**config.mk**
```make
export PLATFORM = sky130hd
export DESIGN_NAME = nbt_sram
export DESIGN_NICKNAME = d
export VERILOG_FILES = /design/src/rtl/nbt_sram_pkg.sv /design/src/rtl/nbt_cmd_stage.sv /design/src/rtl/nbt_write_pipe.sv /design/src/rtl/nbt_storage.sv /design/src/rtl/nbt_sram.sv
export SDC_FILE = /design/constraint.sdc
export NUM_CORES = 2
export LEC_CHECK = 0
export BUFFER_PORTS_ARGS = -buffer_cell sky130_fd_sc_hd__clkbuf_2
export CAP_MARGIN = 20
export CORE_UTILIZATION = 35
export DETAILED_ROUTE_END_ITERATION = 8
export HOLD_SLACK_MARGIN = 0.12
export RECOVER_POWER = 100
export SYNTH_ARGS = -nofsm -noshare
export SYNTH_HDL_FRONTEND = slang
export SYNTH_MEMORY_MAX_BITS = 65536
export SYNTH_SLANG_ARGS = --single-unit
```
**constraint.sdc**
```tcl
create_clock -name clk -period 5.1 [get_ports clk]
set_input_delay 0.255 -clock clk [delete_from_list [all_inputs] [get_ports clk]]
set_output_delay 0.255 -clock clk [all_outputs]
set_load 0.01 [all_outputs]
```
**src/rtl/nbt_sram_pkg.sv**
```systemverilog
package nbt_sram_pkg;

   typedef enum logic [1:0] {
      CMD_IDLE = 2'd0,
      CMD_LOAD = 2'd1,
      CMD_CONT = 2'd2
   } cmd_e;

   // low two address bits of beat k of a burst starting at 'start'
   function automatic logic [1:0] beat_low(input logic [1:0] start,
                                           input logic [1:0] k,
                                           input logic       ilv);
      logic [1:0] r;
      if (ilv) r = start ^ k;
      else     r = start + k;
      return r;
   endfunction

endpackage

```
**src/rtl/nbt_cmd_stage.sv**
```systemverilog
module nbt_cmd_stage
   import nbt_sram_pkg::*;
#(
   parameter int AW = 8,
   parameter int NB = 2
) (
   input  logic          clk,
   input  logic          rst_n,
   input  logic          sleep,
   input  logic          en0_n,
   input  logic          en1,
   input  logic          en2_n,
   input  logic          adv,
   input  logic          we_n,
   input  logic          burst_ilv,
   input  logic [NB-1:0] bw_n,
   input  logic [AW-1:0] addr,
   output logic          s1_valid,
   output logic          s1_write,
   output logic [AW-1:0] s1_addr,
   output logic [NB-1:0] s1_bw_n
);

   logic [AW-1:0] base_q;
   logic [1:0]    cnt_q;
   logic          wr_q;
   logic          active_q;
   logic          selected;
   cmd_e          cmd;
   logic [1:0]    next_cnt;
   logic [AW-1:0] cont_addr;

   always_comb begin
      selected  = !en0_n && en1 && !en2_n;
      next_cnt  = cnt_q + 2'd1;
      cont_addr = {base_q[AW-1:2], beat_low(base_q[1:0], next_cnt, burst_ilv)};
      if (sleep)        cmd = CMD_IDLE;
      else if (!adv)    cmd = selected ? CMD_LOAD : CMD_IDLE;
      else              cmd = active_q ? CMD_CONT : CMD_IDLE;
   end

   always_ff @(posedge clk or negedge rst_n) begin
      if (!rst_n) begin
         base_q   <= '0;
         cnt_q    <= '0;
         wr_q     <= 1'b0;
         active_q <= 1'b0;
         s1_valid <= 1'b0;
         s1_write <= 1'b0;
         s1_addr  <= '0;
         s1_bw_n  <= '1;
      end else begin
         s1_bw_n <= bw_n;
         unique case (cmd)
            CMD_LOAD: begin
               base_q   <= addr;
               cnt_q    <= 2'd0;
               wr_q     <= !we_n;
               active_q <= 1'b1;
               s1_valid <= 1'b1;
               s1_write <= !we_n;
               s1_addr  <= addr;
            end
            CMD_CONT: begin
               cnt_q    <= next_cnt;
               s1_valid <= 1'b1;
               s1_write <= wr_q;
               s1_addr  <= cont_addr;
            end
            default: begin
               active_q <= 1'b0;
               s1_valid <= 1'b0;
               s1_write <= 1'b0;
            end
         endcase
      end
   end

   // a deselect with no advance starts no access
   p_deselect_r1: assert property (@(posedge clk) disable iff (!rst_n)
      (!adv && (en0_n || !en1 || en2_n)) |=> !s1_valid);

   // sleep blocks every command
   p_sleep_block_r9: assert property (@(posedge clk) disable iff (!rst_n)
      sleep |=> !s1_valid);

   // a continued beat keeps direction and upper address bits
   p_burst_keep_r6: assert property (@(posedge clk) disable iff (!rst_n)
      (!sleep && adv && active_q) |=>
         (s1_valid && $stable(s1_write) && s1_addr[AW-1:2] == $past(s1_addr[AW-1:2])));

endmodule

```
**src/rtl/nbt_write_pipe.sv**
```systemverilog
module nbt_write_pipe #(
   parameter int AW = 8,
   parameter int NB = 2
) (
   input  logic          clk,
   input  logic          rst_n,
   input  logic          flow_mode,
   input  logic          s1_valid,
   input  logic          s1_write,
   input  logic [AW-1:0] s1_addr,
   input  logic [NB-1:0] s1_bw_n,
   output logic          commit_en,
   output logic [AW-1:0] commit_addr,
   output logic [NB-1:0] commit_bw_n,
   output logic          fwd_hit
);

   logic          s2_valid;
   logic          s2_write;
   logic [AW-1:0] s2_addr;
   logic [NB-1:0] s2_bw_n;

   always_ff @(posedge clk or negedge rst_n) begin
      if (!rst_n) begin
         s2_valid <= 1'b0;
         s2_write <= 1'b0;
         s2_addr  <= '0;
         s2_bw_n  <= '1;
      end else begin
         s2_valid <= s1_valid;
         s2_write <= s1_write;
         s2_addr  <= s1_addr;
         s2_bw_n  <= s1_bw_n;
      end
   end

   always_comb begin
      if (flow_mode) begin
         commit_en   = s1_valid && s1_write;
         commit_addr = s1_addr;
         commit_bw_n = s1_bw_n;
         fwd_hit     = 1'b0;
      end else begin
         commit_en   = s2_valid && s2_write;
         commit_addr = s2_addr;
         commit_bw_n = s2_bw_n;
         fwd_hit     = s2_valid && s2_write && s1_valid && !s1_write
                       && (s2_addr == s1_addr);
      end
   end

   // pipelined write lands two edges after its address
   p_late_write_r4: assert property (@(posedge clk) disable iff (!rst_n)
      (!flow_mode && $past(s1_valid && s1_write)) |->
         (commit_en && commit_addr == $past(s1_addr)));

   // forwarding only while the matching write is landing
   p_fwd_match_r7: assert property (@(posedge clk) disable iff (!rst_n)
      fwd_hit |-> (commit_en && commit_addr == s1_addr && !s1_write));

endmodule

```
**src/rtl/nbt_storage.sv**
```systemverilog
module nbt_storage #(
   parameter  int AW = 8,
   parameter  int NB = 2,
   parameter  int BW = 9,
   localparam int DW = NB * BW
) (
   input  logic          clk,
   input  logic          rst_n,
   input  logic          we,
   input  logic [AW-1:0] waddr,
   input  logic [NB-1:0] wbw_n,
   input  logic [DW-1:0] wdata,
   input  logic [AW-1:0] raddr,
   input  logic          fwd_hit,
   output logic [DW-1:0] rword
);

   localparam int DEPTH = 1 << AW;

   logic [DW-1:0] mem [DEPTH];
   logic [DW-1:0] arr_word;

   always_ff @(posedge clk) begin
      for (int b = 0; b < NB; b++) begin
         if (we && !wbw_n[b]) mem[waddr][b*BW +: BW] <= wdata[b*BW +: BW];
      end
   end

   assign arr_word = mem[raddr];

   for (genvar b = 0; b < NB; b++) begin : g_byte
      assign rword[b*BW +: BW] = (fwd_hit && !wbw_n[b]) ? wdata[b*BW +: BW]
                                                         : arr_word[b*BW +: BW];

      // a masked byte keeps its old value
      p_keep_byte_r5: assert property (@(posedge clk) disable iff (!rst_n)
         (we && wbw_n[b]) |=>
            (mem[$past(waddr)][b*BW +: BW] === $past(mem[waddr][b*BW +: BW])));

      // an enabled byte takes the late data
      p_take_byte_r5: assert property (@(posedge clk) disable iff (!rst_n)
         (we && !wbw_n[b]) |=>
            (mem[$past(waddr)][b*BW +: BW] === $past(wdata[b*BW +: BW])));
   end

endmodule

```
**src/rtl/nbt_sram.sv**
```systemverilog
module nbt_sram #(
   parameter int ADDR_W = 8,
   parameter int BYTES  = 2,
   parameter int BYTE_W = 9
) (
   input  logic                    clk,
   input  logic                    rst_n,
   input  logic                    flow_mode,
   input  logic                    burst_ilv,
   input  logic                    sleep,
   input  logic                    en0_n,
   input  logic                    en1,
   input  logic                    en2_n,
   input  logic                    adv,
   input  logic                    we_n,
   input  logic [BYTES-1:0]        bw_n,
   input  logic [ADDR_W-1:0]       addr,
   input  logic [BYTES*BYTE_W-1:0] wdata,
   input  logic                    oe_n,
   output logic [BYTES*BYTE_W-1:0] rdata,
   output logic                    rdata_en
);

   localparam int DW = BYTES * BYTE_W;

   if (ADDR_W < 3 || ADDR_W > 20) begin : g_bad_addr
      $error("nbt_sram: ADDR_W must lie in 3..20");
   end
   if (BYTES < 1 || BYTE_W < 1) begin : g_bad_word
      $error("nbt_sram: BYTES and BYTE_W must be positive");
   end

   logic              s1_valid, s1_write;
   logic [ADDR_W-1:0] s1_addr;
   logic [BYTES-1:0]  s1_bw_n;
   logic              commit_en, fwd_hit;
   logic [ADDR_W-1:0] commit_addr;
   logic [BYTES-1:0]  commit_bw_n;
   logic [DW-1:0]     rd_word;
   logic [DW-1:0]     out_q;
   logic              outv_q;
   logic              now_valid;
   logic              sel_valid;
   logic [DW-1:0]     sel_word;

   nbt_cmd_stage #(.AW(ADDR_W), .NB(BYTES)) u_cmd (
      .clk(clk), .rst_n(rst_n), .sleep(sleep),
      .en0_n(en0_n), .en1(en1), .en2_n(en2_n),
      .adv(adv), .we_n(we_n), .burst_ilv(burst_ilv),
      .bw_n(bw_n), .addr(addr),
      .s1_valid(s1_valid), .s1_write(s1_write),
      .s1_addr(s1_addr), .s1_bw_n(s1_bw_n)
   );

   nbt_write_pipe #(.AW(ADDR_W), .NB(BYTES)) u_wpipe (
      .clk(clk), .rst_n(rst_n), .flow_mode(flow_mode),
      .s1_valid(s1_valid), .s1_write(s1_write),
      .s1_addr(s1_addr), .s1_bw_n(s1_bw_n),
      .commit_en(commit_en), .commit_addr(commit_addr),
      .commit_bw_n(commit_bw_n), .fwd_hit(fwd_hit)
   );

   nbt_storage #(.AW(ADDR_W), .NB(BYTES), .BW(BYTE_W)) u_store (
      .clk(clk), .rst_n(rst_n), .we(commit_en), .waddr(commit_addr),
      .wbw_n(commit_bw_n), .wdata(wdata), .raddr(s1_addr),
      .fwd_hit(fwd_hit), .rword(rd_word)
   );

   assign now_valid = s1_valid && !s1_write;

   always_ff @(posedge clk or negedge rst_n) begin
      if (!rst_n) begin
         outv_q <= 1'b0;
         out_q  <= '0;
      end else begin
         outv_q <= now_valid;
         if (now_valid) out_q <= rd_word;
      end
   end

   always_comb begin
      sel_valid = flow_mode ? now_valid : outv_q;
      sel_word  = flow_mode ? rd_word   : out_q;
      rdata_en  = sel_valid && !oe_n;
      rdata     = rdata_en ? sel_word : '0;
   end

   // flow-through read visible in the cycle after its command
   p_flow_lat_r2: assert property (@(posedge clk) disable iff (!rst_n)
      (flow_mode && s1_valid && !s1_write && !oe_n) |-> rdata_en);

   // pipelined read one cycle later, carrying the word read then
   p_pipe_lat_r3: assert property (@(posedge clk) disable iff (!rst_n)
      (!flow_mode && !oe_n && $past(s1_valid && !s1_write)) |->
         (rdata_en && rdata == $past(rd_word)));

   // output enable high blanks the data
   p_oe_blank_r8: assert property (@(posedge clk) disable iff (!rst_n)
      oe_n |-> (!rdata_en && rdata == '0));

endmodule

```
==> report_table.html <==
<table>
<tr><th>Metric</th><th>Value</th></tr>
<tr><th colspan="2">Placed design</th></tr>
<tr><td>Final weighted congestion of routability-driven global placement</td><td>0.872</td></tr>
<tr><td>Post-detailed-placement half-perimeter wirelength</td><td>343000 µm</td></tr>
<tr><td>Port Buffers</td><td>57</td></tr>
<tr><th colspan="2">Setup path</th></tr>
<tr><td>Crit-path max FO</td><td>23</td></tr>
<tr><td>Critical path data arrival time</td><td>4.99 ns</td></tr>
<tr><td>Cell Chain, Critical Path</td><td>buf_4 -&gt; buf_12 -&gt; buf_6 -&gt; nor2b_1 -&gt; buf_4 -&gt; a22oi_1 -&gt; a21oi_1 -&gt; nor2_2 -&gt; o32a_1 -&gt; nand3_1 -&gt; o21a_1 -&gt; clkbuf_2</td></tr>
<tr><td>Critical Path Source Type</td><td>register</td></tr>
<tr><td>Data required time at the worst endpoint</td><td>4.85 ns</td></tr>
<tr><td>Nature of the critical path endpoint</td><td>primary output</td></tr>
<tr><td>Cell seen most often among critical-path stages</td><td>sky130_fd_sc_hd__buf_4</td></tr>
<tr><td>CP max stage delay</td><td>0.77 ns</td></tr>
<tr><td>Critical path type</td><td>reg -&gt; out</td></tr>
<tr><td>Max stage delay cell, worst path</td><td>sky130_fd_sc_hd__nor2b_1</td></tr>
<tr><th colspan="2">Logic synthesis</th></tr>
<tr><td>Predominant post-synthesis flop cell</td><td>sky130_fd_sc_hd__edfxtp_1</td></tr>
<tr><td>Post-synthesis mux area share</td><td>0.143</td></tr>
<tr><td>Largest family of logic cells by synthesized area</td><td>multiplexers</td></tr>
<tr><td>Synth Warn #</td><td>0</td></tr>
<tr><td>Yosys reg bits</td><td>4663</td></tr>
<tr><td>Cell count after synthesis</td><td>9063</td></tr>
<tr><td>Distinct cells, synth</td><td>76</td></tr>
<tr><td>Average footprint of a synthesized cell</td><td>20.0 µm²</td></tr>
<tr><td>Seq/Total Area, Yosys</td><td>0.771</td></tr>
<tr><td>Number of synthesized flops with an enable pin</td><td>4608</td></tr>
<tr><td>Adder-Cell Fraction of Synth Area</td><td>0.000207</td></tr>
<tr><td>Xor and xnor area share after synthesis</td><td>0.000531</td></tr>
<tr><td>FFs w/ async S/R, synth</td><td>0.0118</td></tr>
<tr><td>Synthesized-area fraction occupied by ao, oa, aoi and oai cells</td><td>0.0360</td></tr>
<tr><td>Simple-gate area share of the yosys netlist</td><td>0.0299</td></tr>
<tr><td>Post-synthesis net count</td><td>9105</td></tr>
<tr><td>Area of the mapped netlist</td><td>181000 µm²</td></tr>
<tr><th colspan="2">Status</th></tr>
<tr><td>Violations in the final reports</td><td>capacitance limit, slew limit, setup timing</td></tr>
<tr><td>Outcome</td><td>finished with violations</td></tr>
<tr><th colspan="2">Global routing</th></tr>
<tr><td>Global-route wire length before repair</td><td>746000 µm</td></tr>
<tr><td>Total Routing Usage GR</td><td>0.201</td></tr>
<tr><td>Overflow left after global routing</td><td>0</td></tr>
<tr><td>Vias in the first global route</td><td>95900</td></tr>
<tr><td>Number of antenna violations at the first check in global routing</td><td>45</td></tr>
<tr><td>Pin count of the biggest net entering global routing</td><td>173</td></tr>
<tr><th colspan="2">Die</th></tr>
<tr><td>Placement Rows</td><td>263</td></tr>
<tr><td>Number of placed I/O pins</td><td>58</td></tr>
<tr><td>Starting density of the core</td><td>0.352</td></tr>
<tr><td>DIE AREA</td><td>521000 µm²</td></tr>
<tr><td>Area of the core</td><td>514000 µm²</td></tr>
<tr><td>Die span in x</td><td>722 µm</td></tr>
<tr><td>Height of the chip</td><td>722 µm</td></tr>
<tr><th colspan="2">STA</th></tr>
<tr><td>Final max-slew violation count</td><td>3711</td></tr>
<tr><td>Final Hold Slack</td><td>0.299 ns</td></tr>
<tr><td>Final Hold Violating Endpoints</td><td>0</td></tr>
<tr><td>Final setup violation count</td><td>431</td></tr>
<tr><td>Tightest Pin Transition</td><td>5.85 ns</td></tr>
<tr><td>Worst rel slew slack</td><td>-2.90</td></tr>
<tr><td>Upper clock frequency limit</td><td>191 MHz</td></tr>
<tr><td>RSZ-0062 raised after global routing</td><td>true</td></tr>
<tr><td>Fin Clk Skew</td><td>0.0750 ns</td></tr>
<tr><td>Smallest setup slack after layout</td><td>-0.144 ns</td></tr>
<tr><td>Portion of the clock cycle consumed by the worst path in the final layout</td><td>1.03</td></tr>
<tr><td>Minimum clock period after layout</td><td>5.24 ns</td></tr>
<tr><th colspan="2">Pwr</th></tr>
<tr><td>Portion of total power attributed to combinational logic</td><td>0.168</td></tr>
<tr><td>Power density of the placed cells</td><td>437 nW/µm²</td></tr>
<tr><td>Internal power summed over all cells</td><td>67.4 mW</td></tr>
<tr><td>Leakage dissipation</td><td>65.2 nW</td></tr>
<tr><td>Largest voltage drop on the vdd net</td><td>0.000322 V</td></tr>
<tr><td>Net Sw Power</td><td>24.6 mW</td></tr>
<tr><td>Switching share of total power</td><td>0.267</td></tr>
<tr><td>Fraction of power consumed by the clock network</td><td>0.370</td></tr>
<tr><td>Part of the total power dissipated in sequential elements</td><td>0.462</td></tr>
<tr><th colspan="2">CTS</th></tr>
<tr><td>Root buffer selected by CTS</td><td>sky130_fd_sc_hd__clkbuf_16</td></tr>
<tr><td>Clock buffers created by TritonCTS</td><td>460</td></tr>
<tr><td>Clock tree from TritonCTS</td><td>done</td></tr>
<tr><td>Clock insertion delay at the later pin of the skew report</td><td>1.06 ns</td></tr>
<tr><td>Worst-case clock buffer depth</td><td>4</td></tr>
<tr><td>Total number of H-tree levels</td><td>5</td></tr>
<tr><td>Clock transition at the register clock pins on the worst setup and hold paths after CTS</td><td>0.07 ns</td></tr>
<tr><td>CTS Sinks</td><td>4663</td></tr>
<tr><th colspan="2">Routing</th></tr>
<tr><td>Residual DRC count</td><td>0</td></tr>
<tr><td>Aggregate routed wire length</td><td>543000 µm</td></tr>
<tr><td>Average wire per standard cell</td><td>31.2 µm</td></tr>
<tr><td>First-pass iteration count of the detailed router</td><td>6</td></tr>
<tr><td>Remaining antenna violation count</td><td>0</td></tr>
<tr><td>Detailed router's first-iteration violation count</td><td>13900</td></tr>
<tr><td>Vias</td><td>97400</td></tr>
<tr><td>Via count normalized by instance count</td><td>5.60</td></tr>
<tr><th colspan="2">Final layout</th></tr>
<tr><td>Most used cells in the layout excluding fill and tap cells</td><td>4608 x sky130_fd_sc_hd__edfxtp_1, 905 x sky130_fd_sc_hd__mux2i_1, 712 x sky130_fd_sc_hd__mux4_2</td></tr>
<tr><td>Layout-stage area growth over the synthesis result</td><td>16.0%</td></tr>
<tr><td>Most common cell after layout, fill and taps aside</td><td>sky130_fd_sc_hd__edfxtp_1</td></tr>
<tr><td>Fraction of layout instances using a drive strength above 1</td><td>0.210</td></tr>
<tr><td>Fin nets</td><td>10100</td></tr>
<tr><td>Final core area utilization</td><td>0.409</td></tr>
<tr><th colspan="2">Worst hold path</th></tr>
<tr><td>Class of the worst hold path</td><td>in -&gt; reg</td></tr>
<tr><th colspan="2">Run</th></tr>
<tr><td>Reported max-cap violation count</td><td>44</td></tr>
</table>
-- Yosys cell counts, types with 51 or more instances --
| cell | n | area share |
|---|---|---|
| sky130_fd_sc_hd__mux4_2 | 712 | 0.088 |
| sky130_fd_sc_hd__buf_4 | 115 | 0.0048 |
| sky130_fd_sc_hd__nand2_1 | 229 | 0.0047 |
| sky130_fd_sc_hd__mux2_2 | 67 | 0.0042 |
| sky130_fd_sc_hd__o22ai_1 | 174 | 0.0060 |
| sky130_fd_sc_hd__buf_2 | 119 | 0.0033 |
| sky130_fd_sc_hd__buf_6 | 97 | 0.0060 |
| sky130_fd_sc_hd__nand3_1 | 98 | 0.0027 |
| sky130_fd_sc_hd__clkbuf_1 | 193 | 0.0040 |
| sky130_fd_sc_hd__mux2i_1 | 911 | 0.050 |
| sky130_fd_sc_hd__nor4_1 | 52 | 0.0018 |
| sky130_fd_sc_hd__nor2_1 | 591 | 0.012 |
| sky130_fd_sc_hd__a22oi_1 | 418 | 0.017 |
| sky130_fd_sc_hd__nand4_1 | 71 | 0.0025 |
| sky130_fd_sc_hd__a21oi_1 | 125 | 0.0035 |
| sky130_fd_sc_hd__dfrtp_1 | 51 | 0.0070 |
| sky130_fd_sc_hd__edfxtp_1 | 4608 | 0.76 |
-- sequential cells by signal, summed over array words and instances, names as in the netlist, 2 cells and up --
| register | flops |
|---|---|
| u_cmd.cnt_q | 2 |
| out_q | 18 |
| u_store.mem | 4608 |
| u_cmd.base_q | 8 |
| u_cmd.s1_bw_n | 2 |
| u_wpipe.s2_bw_n | 2 |
| u_wpipe.s2_addr | 8 |
| u_cmd.s1_addr | 8 |
-- final cells by class --
type,count,area [µm²]
Timing Repair Buffer,1111,7860
Antenna cell,28,70.1
Inverter,18,67.6
Multi-Input combinational cell,3834,38800
Tap cell,6890,8620
Fill cell,45100,304000
Clock buffer,545,11900
Clock inverter,306,3230
Sequential cell,4663,140000
-- metrics by stage --
step / total power [mW] / area, µm² / setup slack [ns] / cells / TNS [ns]
floorplan: 51.4 / 181000 / 1.97 / 9063 / 0
CTS: 91.9 / 212000 / -0.0825 / 17300 / -0.366
global route: 94.1 / 210000 / -0.0950 / 17400 / -2.08
detailed placement: 57.8 / 196000 / -0.00322 / 16400 / -0.00322
finish: 92.0 / 210000 / -0.144 / 17400 / -20.77
global placement: 57.7 / 195000 / -0.478 / 16400 / -1.10
-- power groups by stage --
stage / Clock (mW) / Combinational, mW / Sequential, mW
after floorplan: 0 / 8.35 / 43.1
after global placement: 0 / 14.4 / 43.3
after detailed placement: 0 / 14.5 / 43.3
after CTS: 34.4 / 15.2 / 42.4
after global routing: 35.8 / 15.9 / 42.4
final: 34.0 / 15.5 / 42.4
-- routing by layer --
| layer | track usage | part of all wire | routed length (µm) |
|---|---|---|---|
| met1 | 0.275 | 0.39 | 213000 |
| met2 | 0.317 | 0.46 | 252000 |
| met3 | 0.0425 | 0.10 | 55400 |
| met4 | 0.0714 | 0.040 | 21500 |
| met5 | 0 | 0.00017 | 93 |
-- final timing paths --
kind                                  start  cells after the start  slack (ns)                   end
max                        u_cmd.s1_addr[3]                     12       -0.14             rdata[16]
min                                 addr[7]                      4        0.30      u_cmd.s1_addr[7]
max reg2reg                u_cmd.s1_addr[1]                     10       -0.14  u_store.mem[201][17]
min reg2reg                u_cmd.s1_bw_n[0]                      0        0.37    u_wpipe.s2_bw_n[0]
max in group asynchronous             rst_n                      4        3.26      u_cmd.s1_addr[0]
min in group asynchronous             rst_n                      3        0.32              out_q[5]
-- worst max-delay path, delay by kind of cell, from the launching register on --
kind                   cells  cell delay, ns
AND/OR/NAND/NOR            3            1.05
AO/OA/AOI/OAI              4            1.27
buffers and inverters      5            1.09
flip-flops                 1            0.52
-- cells by family (layout without fill, tap and decap cells) --
logic type,Yosys count,count (layout)
adders and majority gates,3,3
muxes,1690,1690
other,0,28
buffers and inverters,568,1980
xor gates and xnor gates,11,11
AOI/OAI and AO/OA,942,942
DFF,4663,4663
and+or+nand+nor,1186,1188
-- repair_timing --
action | in CTS | in global routing
cloned | 5 | 10
endpoints found under the hold margin | 1589 | 0
endpoints found under the setup margin | 18 | 15
pin swaps | 12 | 15
hold buffers | 38 | 0
resized for setup | 90 | 49
buffers inserted | 34 | 7
No activity file was read; power rests on OpenSTA's default activity.
